<file path="config.mk">
export PLATFORM = sky130hd
export DESIGN_NAME = tdes_core
export DESIGN_NICKNAME = d
export VERILOG_FILES = /design/src/rtl/tdes_pkg.sv /design/src/rtl/tdes_ctrl.sv /design/src/rtl/tdes_datapath.sv /design/src/rtl/tdes_core.sv
export SDC_FILE = /design/constraint.sdc
export NUM_CORES = 1
export LEC_CHECK = 0
export ABC_AREA = 1
export BUFFER_PORTS_ARGS = -buffer_cell sky130_fd_sc_hd__buf_2
export CORE_MARGIN = 2
export CORE_UTILIZATION = 50
export DETAILED_ROUTE_END_ITERATION = 10
export MAX_ROUTING_LAYER = met4
export PLACE_DENSITY_LB_ADDON = 0.1
export SLEW_MARGIN = 15
export SYNTH_ARGS = -nofsm -noshare
export SYNTH_HDL_FRONTEND = slang
export SYNTH_SLANG_ARGS = --single-unit
</file>
<file path="constraint.sdc">
create_clock -name clk -period 6.7 [get_ports clk]
set_clock_uncertainty 0.1 [all_clocks]
set_input_delay 0 -clock clk [delete_from_list [all_inputs] [get_ports clk]]
set_output_delay 0 -clock clk [all_outputs]
set_load 0.05 [all_outputs]
</file>
<file path="src/rtl/tdes_pkg.sv">
package tdes_pkg;

  localparam int BLK_W     = 64;
  localparam int HALF_W    = BLK_W / 2;
  localparam int KEY_W     = 64;
  localparam int CD_W      = 56;
  localparam int CD_HALF_W = CD_W / 2;
  localparam int SUB_W     = 48;
  localparam int ROUNDS    = 16;
  localparam int PASSES    = 3;
  localparam int OP_CYCLES = ROUNDS * PASSES;
  localparam int CNT_W     = $clog2(OP_CYCLES);
  localparam int RND_W     = $clog2(ROUNDS);
  localparam int SEL_W     = 2;
  localparam int NUM_SBOX  = 8;

  // Control strobes from sequencer to datapath.
  typedef struct packed {
    logic             step;         // an enabled edge: advance one round
    logic             firstOfOp;    // round 0 of pass 0: take dataIn
    logic             firstOfPass;  // round 0 of any pass: take keyIn
    logic             fwd;          // pass runs in the encrypt direction
    logic [RND_W-1:0] round;        // round index within the pass
  } tdesCtl_t;

  // Rounds whose key rotation is by two positions (others rotate by one).
  localparam logic [0:ROUNDS-1] DOUBLE_SHIFT = 16'b0011_1111_0111_1110;

  localparam logic [0:31][7:0] P_TAB = {
    8'd16, 8'd7,  8'd20, 8'd21, 8'd29, 8'd12, 8'd28, 8'd17,
    8'd1,  8'd15, 8'd23, 8'd26, 8'd5,  8'd18, 8'd31, 8'd10,
    8'd2,  8'd8,  8'd24, 8'd14, 8'd32, 8'd27, 8'd3,  8'd9,
    8'd19, 8'd13, 8'd30, 8'd6,  8'd22, 8'd11, 8'd4,  8'd25};

  localparam logic [0:55][7:0] PC1_TAB = {
    8'd57, 8'd49, 8'd41, 8'd33, 8'd25, 8'd17, 8'd9,
    8'd1,  8'd58, 8'd50, 8'd42, 8'd34, 8'd26, 8'd18,
    8'd10, 8'd2,  8'd59, 8'd51, 8'd43, 8'd35, 8'd27,
    8'd19, 8'd11, 8'd3,  8'd60, 8'd52, 8'd44, 8'd36,
    8'd63, 8'd55, 8'd47, 8'd39, 8'd31, 8'd23, 8'd15,
    8'd7,  8'd62, 8'd54, 8'd46, 8'd38, 8'd30, 8'd22,
    8'd14, 8'd6,  8'd61, 8'd53, 8'd45, 8'd37, 8'd29,
    8'd21, 8'd13, 8'd5,  8'd28, 8'd20, 8'd12, 8'd4};

  localparam logic [0:47][7:0] PC2_TAB = {
    8'd14, 8'd17, 8'd11, 8'd24, 8'd1,  8'd5,
    8'd3,  8'd28, 8'd15, 8'd6,  8'd21, 8'd10,
    8'd23, 8'd19, 8'd12, 8'd4,  8'd26, 8'd8,
    8'd16, 8'd7,  8'd27, 8'd20, 8'd13, 8'd2,
    8'd41, 8'd52, 8'd31, 8'd37, 8'd47, 8'd55,
    8'd30, 8'd40, 8'd51, 8'd45, 8'd33, 8'd48,
    8'd44, 8'd49, 8'd39, 8'd56, 8'd34, 8'd53,
    8'd46, 8'd42, 8'd50, 8'd36, 8'd29, 8'd32};

  // Each S-box: 64 nibbles, row-major (row = outer bits, column = inner four).
  localparam logic [0:NUM_SBOX-1][255:0] SBOX = {
    256'hE4D12FB83A6C5907_0F74E2D1A6CB9538_41E8D62BFC973A50_FC8249175B3EA06D,
    256'hF18E6B34972DC05A_3D47F28EC01A69B5_0E7BA4D158C6932F_D8A13F42B67C05E9,
    256'hA09E63F51DC7B428_D709346A285ECBF1_D6498F30B12C5AE7_1AD069874FE3B52C,
    256'h7DE3069A1285BC4F_D8B56F03472C1AE9_A690CB7DF13E5284_3F06A1D8945BC72E,
    256'h2C417AB6853FD0E9_EB2C47D150FA3986_421BAD78F9C5630E_B8C71E2D6F09A453,
    256'hC1AF92680D34E75B_AF427C9561DE0B38_9EF528C3704A1DB6_432C95FABE17608D,
    256'h4B2EF08D3C975A61_D0B7491AE35C2F86_14BDC37EAF680592_6BD814A7950FE23C,
    256'hD2846FB1A93E50C7_1FD8A374C56B0E92_7B419CE206ADF358_21E74A8DFC90356B};

  // Source bit (1-based, MSB = bit 1) of output position i of the initial permutation.
  function automatic int ipSource(input int i);
    int row;
    int col;
    row = i / 8;
    col = i % 8;
    return (row < 4) ? (58 + 2 * row - 8 * col) : (57 + 2 * (row - 4) - 8 * col);
  endfunction

  function automatic logic [BLK_W-1:0] initPerm(input logic [BLK_W-1:0] x);
    logic [BLK_W-1:0] y;
    for (int i = 0; i < BLK_W; i++) y[BLK_W-1-i] = x[BLK_W-ipSource(i)];
    return y;
  endfunction

  function automatic logic [BLK_W-1:0] finalPerm(input logic [BLK_W-1:0] x);
    logic [BLK_W-1:0] y;
    for (int i = 0; i < BLK_W; i++) y[BLK_W-ipSource(i)] = x[BLK_W-1-i];
    return y;
  endfunction

  function automatic logic [SUB_W-1:0] expandHalf(input logic [HALF_W-1:0] r);
    logic [SUB_W-1:0] y;
    for (int i = 0; i < SUB_W; i++)
      y[SUB_W-1-i] = r[HALF_W-1-((4 * (i / 6) + (i % 6) + HALF_W - 1) % HALF_W)];
    return y;
  endfunction

  function automatic logic [HALF_W-1:0] pPerm(input logic [HALF_W-1:0] x);
    logic [HALF_W-1:0] y;
    for (int i = 0; i < HALF_W; i++) y[HALF_W-1-i] = x[HALF_W-int'(P_TAB[i])];
    return y;
  endfunction

  function automatic logic [CD_W-1:0] pc1(input logic [KEY_W-1:0] k);
    logic [CD_W-1:0] y;
    for (int i = 0; i < CD_W; i++) y[CD_W-1-i] = k[KEY_W-int'(PC1_TAB[i])];
    return y;
  endfunction

  function automatic logic [SUB_W-1:0] pc2(input logic [CD_W-1:0] cd);
    logic [SUB_W-1:0] y;
    for (int i = 0; i < SUB_W; i++) y[SUB_W-1-i] = cd[CD_W-int'(PC2_TAB[i])];
    return y;
  endfunction

  function automatic logic [3:0] sboxLookup(input int box, input logic [5:0] b);
    int idx;
    idx = int'({b[5], b[0], b[4:1]});
    return SBOX[box][255-4*idx -: 4];
  endfunction

  function automatic logic [HALF_W-1:0] feistel(input logic [HALF_W-1:0] r,
                                                input logic [SUB_W-1:0] k);
    logic [SUB_W-1:0]  x;
    logic [HALF_W-1:0] s;
    x = expandHalf(r) ^ k;
    for (int i = 0; i < NUM_SBOX; i++) s[HALF_W-1-4*i -: 4] = sboxLookup(i, x[SUB_W-1-6*i -: 6]);
    return pPerm(s);
  endfunction

  // Key rotation for a round: left in the encrypt direction, right (and none
  // on round 0) in the decrypt direction.
  function automatic int shiftAmt(input logic [RND_W-1:0] rnd, input logic fwd);
    int j;
    j = int'(rnd);
    if (fwd) return DOUBLE_SHIFT[j] ? 2 : 1;
    if (j == 0) return 0;
    return DOUBLE_SHIFT[ROUNDS-j] ? 2 : 1;
  endfunction

  function automatic logic [CD_W-1:0] rotateKey(input logic [CD_W-1:0] cd, input int amt,
                                                input logic fwd);
    logic [CD_HALF_W-1:0] c;
    logic [CD_HALF_W-1:0] d;
    c = cd[CD_W-1:CD_HALF_W];
    d = cd[CD_HALF_W-1:0];
    for (int s = 0; s < 2; s++) begin
      if (s < amt) begin
        if (fwd) begin
          c = {c[CD_HALF_W-2:0], c[CD_HALF_W-1]};
          d = {d[CD_HALF_W-2:0], d[CD_HALF_W-1]};
        end else begin
          c = {c[0], c[CD_HALF_W-1:1]};
          d = {d[0], d[CD_HALF_W-1:1]};
        end
      end
    end
    return {c, d};
  endfunction

endpackage

</file>
<file path="src/rtl/tdes_ctrl.sv">
module tdes_ctrl
  import tdes_pkg::*;
(
  input  logic             clk,
  input  logic             rstN,
  input  logic             runEn,
  input  logic             encrypt,
  output tdesCtl_t         ctl,
  output logic [SEL_W-1:0] keySel,
  output logic             dataValid
);

  localparam int LAST_STEP = OP_CYCLES - 1;

  logic [CNT_W-1:0] cnt;
  logic             modeQ;
  logic             lastStep;
  logic             opEnc;
  logic [SEL_W-1:0] keySelNext;
  int               passIdx;
  int               selAhead;

  assign lastStep = (cnt == CNT_W'(LAST_STEP));

  always_comb begin
    passIdx         = int'(cnt) / ROUNDS;
    opEnc           = (cnt == '0) ? encrypt : modeQ;
    ctl.step        = runEn;
    ctl.firstOfOp   = (cnt == '0);
    ctl.round       = cnt[RND_W-1:0];
    ctl.firstOfPass = (cnt[RND_W-1:0] == '0);
    ctl.fwd         = opEnc ^ ((passIdx % 2) == 1);
  end

  // Key request runs one round ahead of the pass boundary.
  always_comb begin
    selAhead = (int'(cnt) + 2) / ROUNDS;
    if (selAhead > PASSES - 1) selAhead = PASSES - 1;
    keySelNext = lastStep ? '0 : SEL_W'(selAhead);
  end

  always_ff @(posedge clk or negedge rstN) begin
    if (!rstN) begin
      cnt       <= '0;
      modeQ     <= 1'b0;
      keySel    <= '0;
      dataValid <= 1'b0;
    end else if (!runEn) begin
      cnt       <= '0;
      keySel    <= '0;
      dataValid <= 1'b0;
    end else begin
      cnt       <= lastStep ? '0 : cnt + 1'b1;
      if (cnt == '0) modeQ <= encrypt;
      keySel    <= keySelNext;
      dataValid <= lastStep;
    end
  end

  assert_valid_single_R6: assert property (@(posedge clk) disable iff (!rstN)
    dataValid |=> !dataValid);

  assert_keysel_range_R3: assert property (@(posedge clk) disable iff (!rstN)
    keySel != 2'd3);

  assert_keysel_step_R3: assert property (@(posedge clk) disable iff (!rstN)
    (keySel != $past(keySel)) |-> (keySel == $past(keySel) + 2'd1 || keySel == 2'd0));

  assert_abort_quiet_R8: assert property (@(posedge clk) disable iff (!rstN)
    !runEn |=> (keySel == 2'd0 && !dataValid));

  assert_valid_restart_R7: assert property (@(posedge clk) disable iff (!rstN)
    dataValid |-> (keySel == 2'd0 && $past(runEn)));

endmodule

</file>
<file path="src/rtl/tdes_datapath.sv">
module tdes_datapath
  import tdes_pkg::*;
(
  input  logic              clk,
  input  logic              rstN,
  input  tdesCtl_t          ctl,
  input  logic [BLK_W-1:0]  dataIn,
  input  logic [KEY_W-1:0]  keyIn,
  output logic [BLK_W-1:0]  dataOut
);

  logic [HALF_W-1:0] lReg;
  logic [HALF_W-1:0] rReg;
  logic [CD_W-1:0]   cdReg;

  logic [CD_W-1:0]   cdBase;
  logic [CD_W-1:0]   cdNext;
  logic [SUB_W-1:0]  subKey;
  logic [BLK_W-1:0]  passIn;
  logic [BLK_W-1:0]  blockBase;
  logic [HALF_W-1:0] lNext;
  logic [HALF_W-1:0] rNext;

  // Pass output: halves swapped after round 16, then the final permutation.
  assign dataOut = finalPerm({rReg, lReg});

  always_comb begin
    cdBase    = ctl.firstOfPass ? pc1(keyIn) : cdReg;
    cdNext    = rotateKey(cdBase, shiftAmt(ctl.round, ctl.fwd), ctl.fwd);
    subKey    = pc2(cdNext);
    passIn    = ctl.firstOfOp ? dataIn : dataOut;
    blockBase = ctl.firstOfPass ? initPerm(passIn) : {lReg, rReg};
    lNext     = blockBase[HALF_W-1:0];
    rNext     = blockBase[BLK_W-1:HALF_W] ^ feistel(blockBase[HALF_W-1:0], subKey);
  end

  always_ff @(posedge clk or negedge rstN) begin
    if (!rstN) begin
      lReg  <= '0;
      rReg  <= '0;
      cdReg <= '0;
    end else if (ctl.step) begin
      lReg  <= lNext;
      rReg  <= rNext;
      cdReg <= cdNext;
    end
  end

  assert_hold_idle_R8: assert property (@(posedge clk) disable iff (!rstN)
    !ctl.step |=> ($stable(lReg) && $stable(rReg) && $stable(cdReg)));

  assert_round_chain_R5: assert property (@(posedge clk) disable iff (!rstN)
    (ctl.step && !ctl.firstOfPass) |=> (lReg == $past(rReg)));

endmodule

</file>
<file path="src/rtl/tdes_core.sv">
module tdes_core
  import tdes_pkg::*;
(
  input  logic              clk,
  input  logic              rstN,
  input  logic              runEn,
  input  logic              encrypt,
  input  logic [BLK_W-1:0]  dataIn,
  input  logic [KEY_W-1:0]  keyIn,
  output logic [SEL_W-1:0]  keySel,
  output logic [BLK_W-1:0]  dataOut,
  output logic              dataValid
);

  tdesCtl_t ctl;

  tdes_ctrl u_ctrl (
    .clk       (clk),
    .rstN      (rstN),
    .runEn     (runEn),
    .encrypt   (encrypt),
    .ctl       (ctl),
    .keySel    (keySel),
    .dataValid (dataValid)
  );

  tdes_datapath u_datapath (
    .clk     (clk),
    .rstN    (rstN),
    .ctl     (ctl),
    .dataIn  (dataIn),
    .keyIn   (keyIn),
    .dataOut (dataOut)
  );

endmodule

</file>
==> results of run 1 <==
path summary, 6_finish.rpt:
check / startpoint / endpoint / depth (start not counted)
worst max-delay path: u_ctrl.cnt[0]$_DFF_PN0_ / u_datapath.rReg[26]$_DFFE_PN0P_ / 24
worst min-delay path: dataIn[34] / u_datapath.rReg[11]$_DFFE_PN0P_ / 7
worst max register to register: u_ctrl.cnt[0]$_DFF_PN0_ / u_datapath.rReg[26]$_DFFE_PN0P_ / 24
worst min register to register: u_datapath.cdReg[9]$_DFFE_PN0P_ / u_datapath.cdReg[9]$_DFFE_PN0P_ / 2
max in group asynchronous: rstN / u_datapath.lReg[16]$_DFFE_PN0P_ / 3
min in group asynchronous: rstN / u_ctrl.cnt[2]$_DFF_PN0_ / 2
cell type report:
type                       instances  area (um^2)
fill                            3126        13300
multi-input combinational       2195        10700
sequential                       130         3250
timing repair buffer             237         1410
inverter                         193          727
tap                              396          495
clock buffer                      19          443
clock inverter                    12          140
antenna                            1         2.50
Yosys cell counts (all sizes together) (3+ instances only):
master | number | share of area
o211ai | 19 | 0.0096
nor2 | 87 | 0.022
o21ai | 225 | 0.075
nand2 | 1073 | 0.27
ha | 65 | 0.053
nand3 | 603 | 0.20
or2 | 31 | 0.013
a31oi | 5 | 0.0030
inv | 193 | 0.047
clkbuf | 41 | 0.010
buf | 84 | 0.040
nand3b | 20 | 0.0097
a21oi | 32 | 0.011
xor2 | 19 | 0.021
dfrtp | 130 | 0.21
nand4 | 3 | 0.0012
o21bai | 3 | 0.0015
nor3 | 3 | 0.00097
per-layer routing:
layer,part of all wire,GRT usage
met1,0.40,0.417
met2,0.49,0.598
met3,0.058,0.0419
met4,0.051,0.176
met5,0,-
state kept, by name (all words and copies together) (netlist names):
signal            count
u_datapath.cdReg     56
u_datapath.lReg      32
u_datapath.rReg      32
u_ctrl.cnt            6
u_ctrl.keySel         2
u_ctrl.dataValid      1
u_ctrl.modeQ          1
power breakdown:
group | internal (mW) | switching, mW | leakage, nW
combinational | 2.04 | 4.93 | 7.36
clock | 0.587 | 0.388 | 0.288
sequential | 1.06 | 0.273 | 1.57
total | 3.69 | 5.60 | 9.21
worst max-delay path: stages, from the launching register on:
cell and delay [ps]:
dfrtp_1 430, inv_1 170, ha_1 320, nand3_1 130, nand2_1 130, nand3_2 130
nand2_4 640, nand2_1 170, nand2_2 590, buf_12 290, nand2_1 160, nand2_1 160
nand2_1 70, nand2_1 220, ha_1 350, nand3b_1 270, nand3_1 130, nand3_1 80
nand2_1 100, nand2_1 60, nand2_1 70, nand2_1 40, nand3_1 70, dlygate4sd3_1 560
nand2_1 50
kinds of logic (layout without fill, tap and decap cells):
family          after synthesis  in the layout  share of synthesized area
simple gates               1821           1821                      0.517
flops                       130            130                      0.211
fa+ha+maj                    65             65                     0.0527
xor+xnor                     19             19                     0.0210
other cells                   0              1                          0
compound gates              290            290                      0.102
buf+inv                     318            461                     0.0965
timing repair:
action / CTS / global route
endpoints found under the hold margin: 104 / 0
endpoints found under the setup margin: 0 / 0
hold buffers: 31 / 0
gates resized for setup: 0 / 0
==> impl_results.md, run 1 <==
- Clock transition at path regs: about 60 ps
- Finished Layout Cells: approximately 3200
- Most frequent cells in the layout: 1022 x nand2_1, 588 x nand3_1, 189 x buf_2, 183 x o21ai_0, 172 x inv_1
- Final Power: between 9 and 10 mW
- First-pass GRT wire length: 89700 um
- Predominant post-synthesis flop cell: dfrtp_1
- Endpoint class of the critical path: register
- Sequential element share of the synthesized area: 0.211
- Setup_tns: 0 ps
- IO Port Bufs: 190
- Critical path class: register to register
- Wirelength, routed: 56700 um
- Iteration-0 DRC count of the detailed router: between 1500 and 2000
- LEAKAGE: 9.21 nW
- Initial core utilization: 0.506
- Die area: 32300 um^2
- Final net count: 2971
- Vias per cell: 5.77
- H-tree levels: 4
- YS warnings: 0
- Startpoint Class: register
- Final Wtd Congestion: 0.948
- Placement Cell Area: 16300 um^2
- Syn Inst Count: 2643
- Antenna-violating nets left: 0
- Fmax: 0.175 GHz
- PD cells: 541 nW/um^2
- Unique masters post-synth: 42
- Cells after DPL: about 3100
- Flop and latch count out of synthesis: between 100 and 150
- Max-cap violations: 0
- Total GRT Usage: 0.354
- Vias: about 18000
- Cell row count: 64
- Mapped Area: 15400 um^2
- Avg WL per Cell: 17.8 um
- Ys async rst share: 1.00
- Initial antenna violation count: 1
- CTS root buffer: clkbuf_16
- Die width: 180 um
- Tcrit/Tclk final: 0.851
- Status: completed
- Utilization after layout: 0.563
- Synthesized Nets: between 2000 and 3000
- CTS buffer count: 17
- Grt ovf: 0
- Min Tclk post-route: 5700 ps
- Hold/Removal Path Class: input pin to register
- Final HPWL DP: about 42000 um
- Reg2Reg Setup Slack: 1000 ps
- Die Y: 180 um
- Setup violations, final: 0
- Number of global-route vias before repair: 16700
- Share of cells above drive strength 1: 0.135
- Io pins: 199
- Maximum vdd drop: 230 uV
- CP max FO: a little under 80
- Max clock buf depth: 2
- Area growth syn-to-layout: 11.2%
- Fin area: 17200 um^2
- CTS tree: done
- Most common cell after layout, fill and taps aside: nand2_1
- Arrival @ worst endpoint: around 6000 ps
- Max Slew Vio Count: 0
- Count of final hold-check violations: 0
- Largest net degree at the start of global routing: 210
- Post-synth EDFFs: 0
- Core region area: 30500 um^2
- Worst-margin pin slew: between 1000 and 1500 ps
- Relative slew slack: 0.197
- Req. time, crit path: 6940 ps
- Residual DRC count: 0
- Drt first pass iters: 8
- Hold WS: 10.6 ps
- RSZ-0062 raised after global routing: false
- Avg Cell Area, Syn: 5.84 um^2
- Post-CTS setup buffer count: 0
- # clock sinks: 130
- Worst setup margin: about 1000 ps
- Dpl ws: roughly 1700 ps
- Latest clock arrival within the worst-skew pair: 460 ps
Note: power is estimated with default switching activity, not from simulation.
==> run 2, diff against run 1 <==
--- a/config.mk
+++ b/config.mk
@@ -8,7 +8,7 @@
 export ABC_AREA = 1
 export BUFFER_PORTS_ARGS = -buffer_cell sky130_fd_sc_hd__buf_2
 export CORE_MARGIN = 2
-export CORE_UTILIZATION = 50
+export CORE_UTILIZATION = 47
 export DETAILED_ROUTE_END_ITERATION = 10
 export MAX_ROUTING_LAYER = met4
 export PLACE_DENSITY_LB_ADDON = 0.1
==> impl_results.md, run 2 (synthesis gave the netlist of run 1 again) <==
- Initial core utilization: 0.476
- Avg WL per Cell: 17.3 um
- Relative slew slack: 0.296
- Die Y: 185 um
- Top delay family on crit path: simple AND/OR/NAND/NOR gates
- Cells after DPL: 3167
- Count of final hold-check violations: 3
- PD cells: 539 nW/um^2
- # clock sinks: 130
- Setup_tns: 0 ps
- Area growth syn-to-layout: 11.4%
- Max Slew Vio Count: 0
- Worst path most repeated cell: nand3_1
- Share of cells above drive strength 1: 0.136
- Largest net degree at the start of global routing: 210
- Clock transition at path regs: 60 ps
- Failing checks: hold timing
- CTS tree: done
- Reg area: 3250 um^2
- Tcrit/Tclk final: 0.778
- Latest clock arrival within the worst-skew pair: 450 ps
- CTS root buffer: clkbuf_16
- Die width: 185 um
- Slowest cell delay on critical path: ~680 ps
- Final Power: 9.28 mW
- Finished Layout Cells: 3222
- RSZ-0062 raised after global routing: false
- Cell row count: 66
- Arrival @ worst endpoint: between 5000 and 6000 ps
- Hold/Removal Path Class: input pin to async pin
- CP max FO: 75
- Critical path class: register to register
- Vias: 18200
- Final HPWL DP: approximately 40000 um
- Wirelength, routed: 55900 um
- CP bufs+invs: 3
- Max-cap violations: 0
- Area of the multi-input gates: approximately 11000 um^2
- Filler cell count: 3443
- Maximum vdd drop: ~250 uV
- Residual DRC count: 0
- Biggest regs: u_datapath.cdReg (56), u_datapath.lReg (32), u_datapath.rReg (32)
- Final net count: 2964
- Ant diodes: 0
- Min Tclk post-route: 5210 ps
- Reg2Reg Setup Slack: 1490 ps
- LEAKAGE: between 9 and 10 nW
- Status: complete, but fails checks
- H-tree levels: 4
- Reg-to-reg endpoint: u_datapath.rReg[23]$_DFFE_PN0P_
- Utilization after layout: 0.530
- IO Port Bufs: 190
- Top reg by flops: u_datapath.cdReg
- Drt first pass iters: 6
- R2R depth: 22
- First-pass GRT wire length: 87900 um
- Iteration-0 DRC count of the detailed router: 1701
- Core region area: 32500 um^2
- CP max-delay cell: nand2_1
- Largest register FFs: 56
- RR Startpoint: u_ctrl.cnt[0]$_DFF_PN0_
- Grt ovf: 0
- Max clock buf depth: 2
- Number of global-route vias before repair: 16300
- Final Wtd Congestion: between 0.9 and 1
- Most common cell after layout, fill and taps aside: nand2_1
- Cells along the critical path: inv_1 > ha_1 > nand3_1 > nand2_1 > nand3_1 > nand2_2 > buf_4 > nand2_1 > o21ai_1 > nand2_1 > nand2_1 > nand2_1 > nand2_1 > ha_1 > inv_1 > nand3_1 > nand3_1 > nand3_1 > nand3_1 > nand3_1 > nand3_1 > nand2_1
- Fmax: 0.192 GHz
- Req. time, crit path: 6940 ps
- Antenna-violating nets left: 0
- Total GRT Usage: 0.336
- Vias per cell: between 5 and 6
- Die area: around 34000 um^2
- Initial antenna violation count: 0
- Endpoint class of the critical path: register
- Worst-margin pin slew: 1040 ps
- Io pins: between 150 and 200
- Post-CTS sizing: 0
- Hold WS: -14.4 ps
- Startpoint Class: register
- Most frequent cells in the layout: 1022 x nand2_1, 588 x nand3_1, 189 x buf_2, 183 x o21ai_0, 172 x inv_1
- CTS buffer count: 17
- Setup violations, final: 0
==> run 2: where the power goes <==
part / internal [mW] / total [mW] / switching, mW / leakage, nW
logic: 2.03 / 6.89 / 4.86 / 7.32
registers: 1.06 / 1.33 / 0.270 / 1.57
clock network: 0.659 / 1.06 / 0.402 / 0.310
total: 3.74 / 9.28 / 5.53 / 9.21
==> run 2: how the worst max path moves through the flow <==
| stage | startpoint | endpoint | slack, ps | cells after the start |
|---|---|---|---|---|
| floorplan | u_ctrl.cnt[0]$_DFF_PN0_ | u_datapath.rReg[0]$_DFFE_PN0P_ | 3260 | 24 |
| global placement | u_ctrl.cnt[0]$_DFF_PN0_ | u_datapath.rReg[15]$_DFFE_PN0P_ | 1680 | 22 |
| detailed placement | u_ctrl.cnt[0]$_DFF_PN0_ | u_datapath.rReg[15]$_DFFE_PN0P_ | 1600 | 22 |
| CTS | u_ctrl.cnt[0]$_DFF_PN0_ | u_datapath.rReg[7]$_DFFE_PN0P_ | 1590 | 23 |
| global route | u_ctrl.cnt[0]$_DFF_PN0_ | u_datapath.rReg[0]$_DFFE_PN0P_ | 1010 | 26 |
| finish | u_ctrl.cnt[0]$_DFF_PN0_ | u_datapath.rReg[23]$_DFFE_PN0P_ | 1490 | 22 |
==> run 2: worst register-to-register path, stage by stage, from the launching register on <==
cell	delay [ps]
dfrtp_1	430
inv_1	170
ha_1	330
nand3_1	140
nand2_1	140
nand3_1	120
nand2_2	90
buf_4	650
nand2_1	690
o21ai_1	380
nand2_1	140
nand2_1	150
nand2_1	60
nand2_1	350
ha_1	350
inv_1	90
nand3_1	180
nand3_1	150
nand3_1	90
nand3_1	110
nand3_1	90
nand3_1	80
nand2_1	60
==> run 2: area by class of cell <==
cell class                      count  area share
Clock buffer                       18      0.0249
Clock inverter                     14      0.0123
Inverter                          193      0.0424
Multi-Input combinational cell   2195       0.622
Sequential cell                   130       0.189
Tap cell                          442      0.0321
Timing Repair Buffer              230      0.0771
==> run 2: per-layer routing <==
metal  wire length (um)  global-route usage  up-vias
met5                  0                   -        -
met4               2170               0.139        0
met3               3070              0.0358      101
met2              27000               0.558      659
met1              23700               0.416     8499
li1                   -                   -     8901
==> run 2: repair_timing <==
item,4_1_cts,5_1_grt
buffers inserted,0,0
hold buffers,23,0
hold endpoints to repair,79,0
setup endpoints to repair,0,0
==> run 2: through the flow <==
step                      cell area, um^2  setup slack (ps)  hold WS [ps]
after CTS                           17200              1590         0.363
after global placement              16300              1680         -80.8
after floorplan                     15400              3260          -396
after detailed placement            16300              1600         -84.6
after global routing                17200              1010          52.0
final                               17200              1490         -14.4
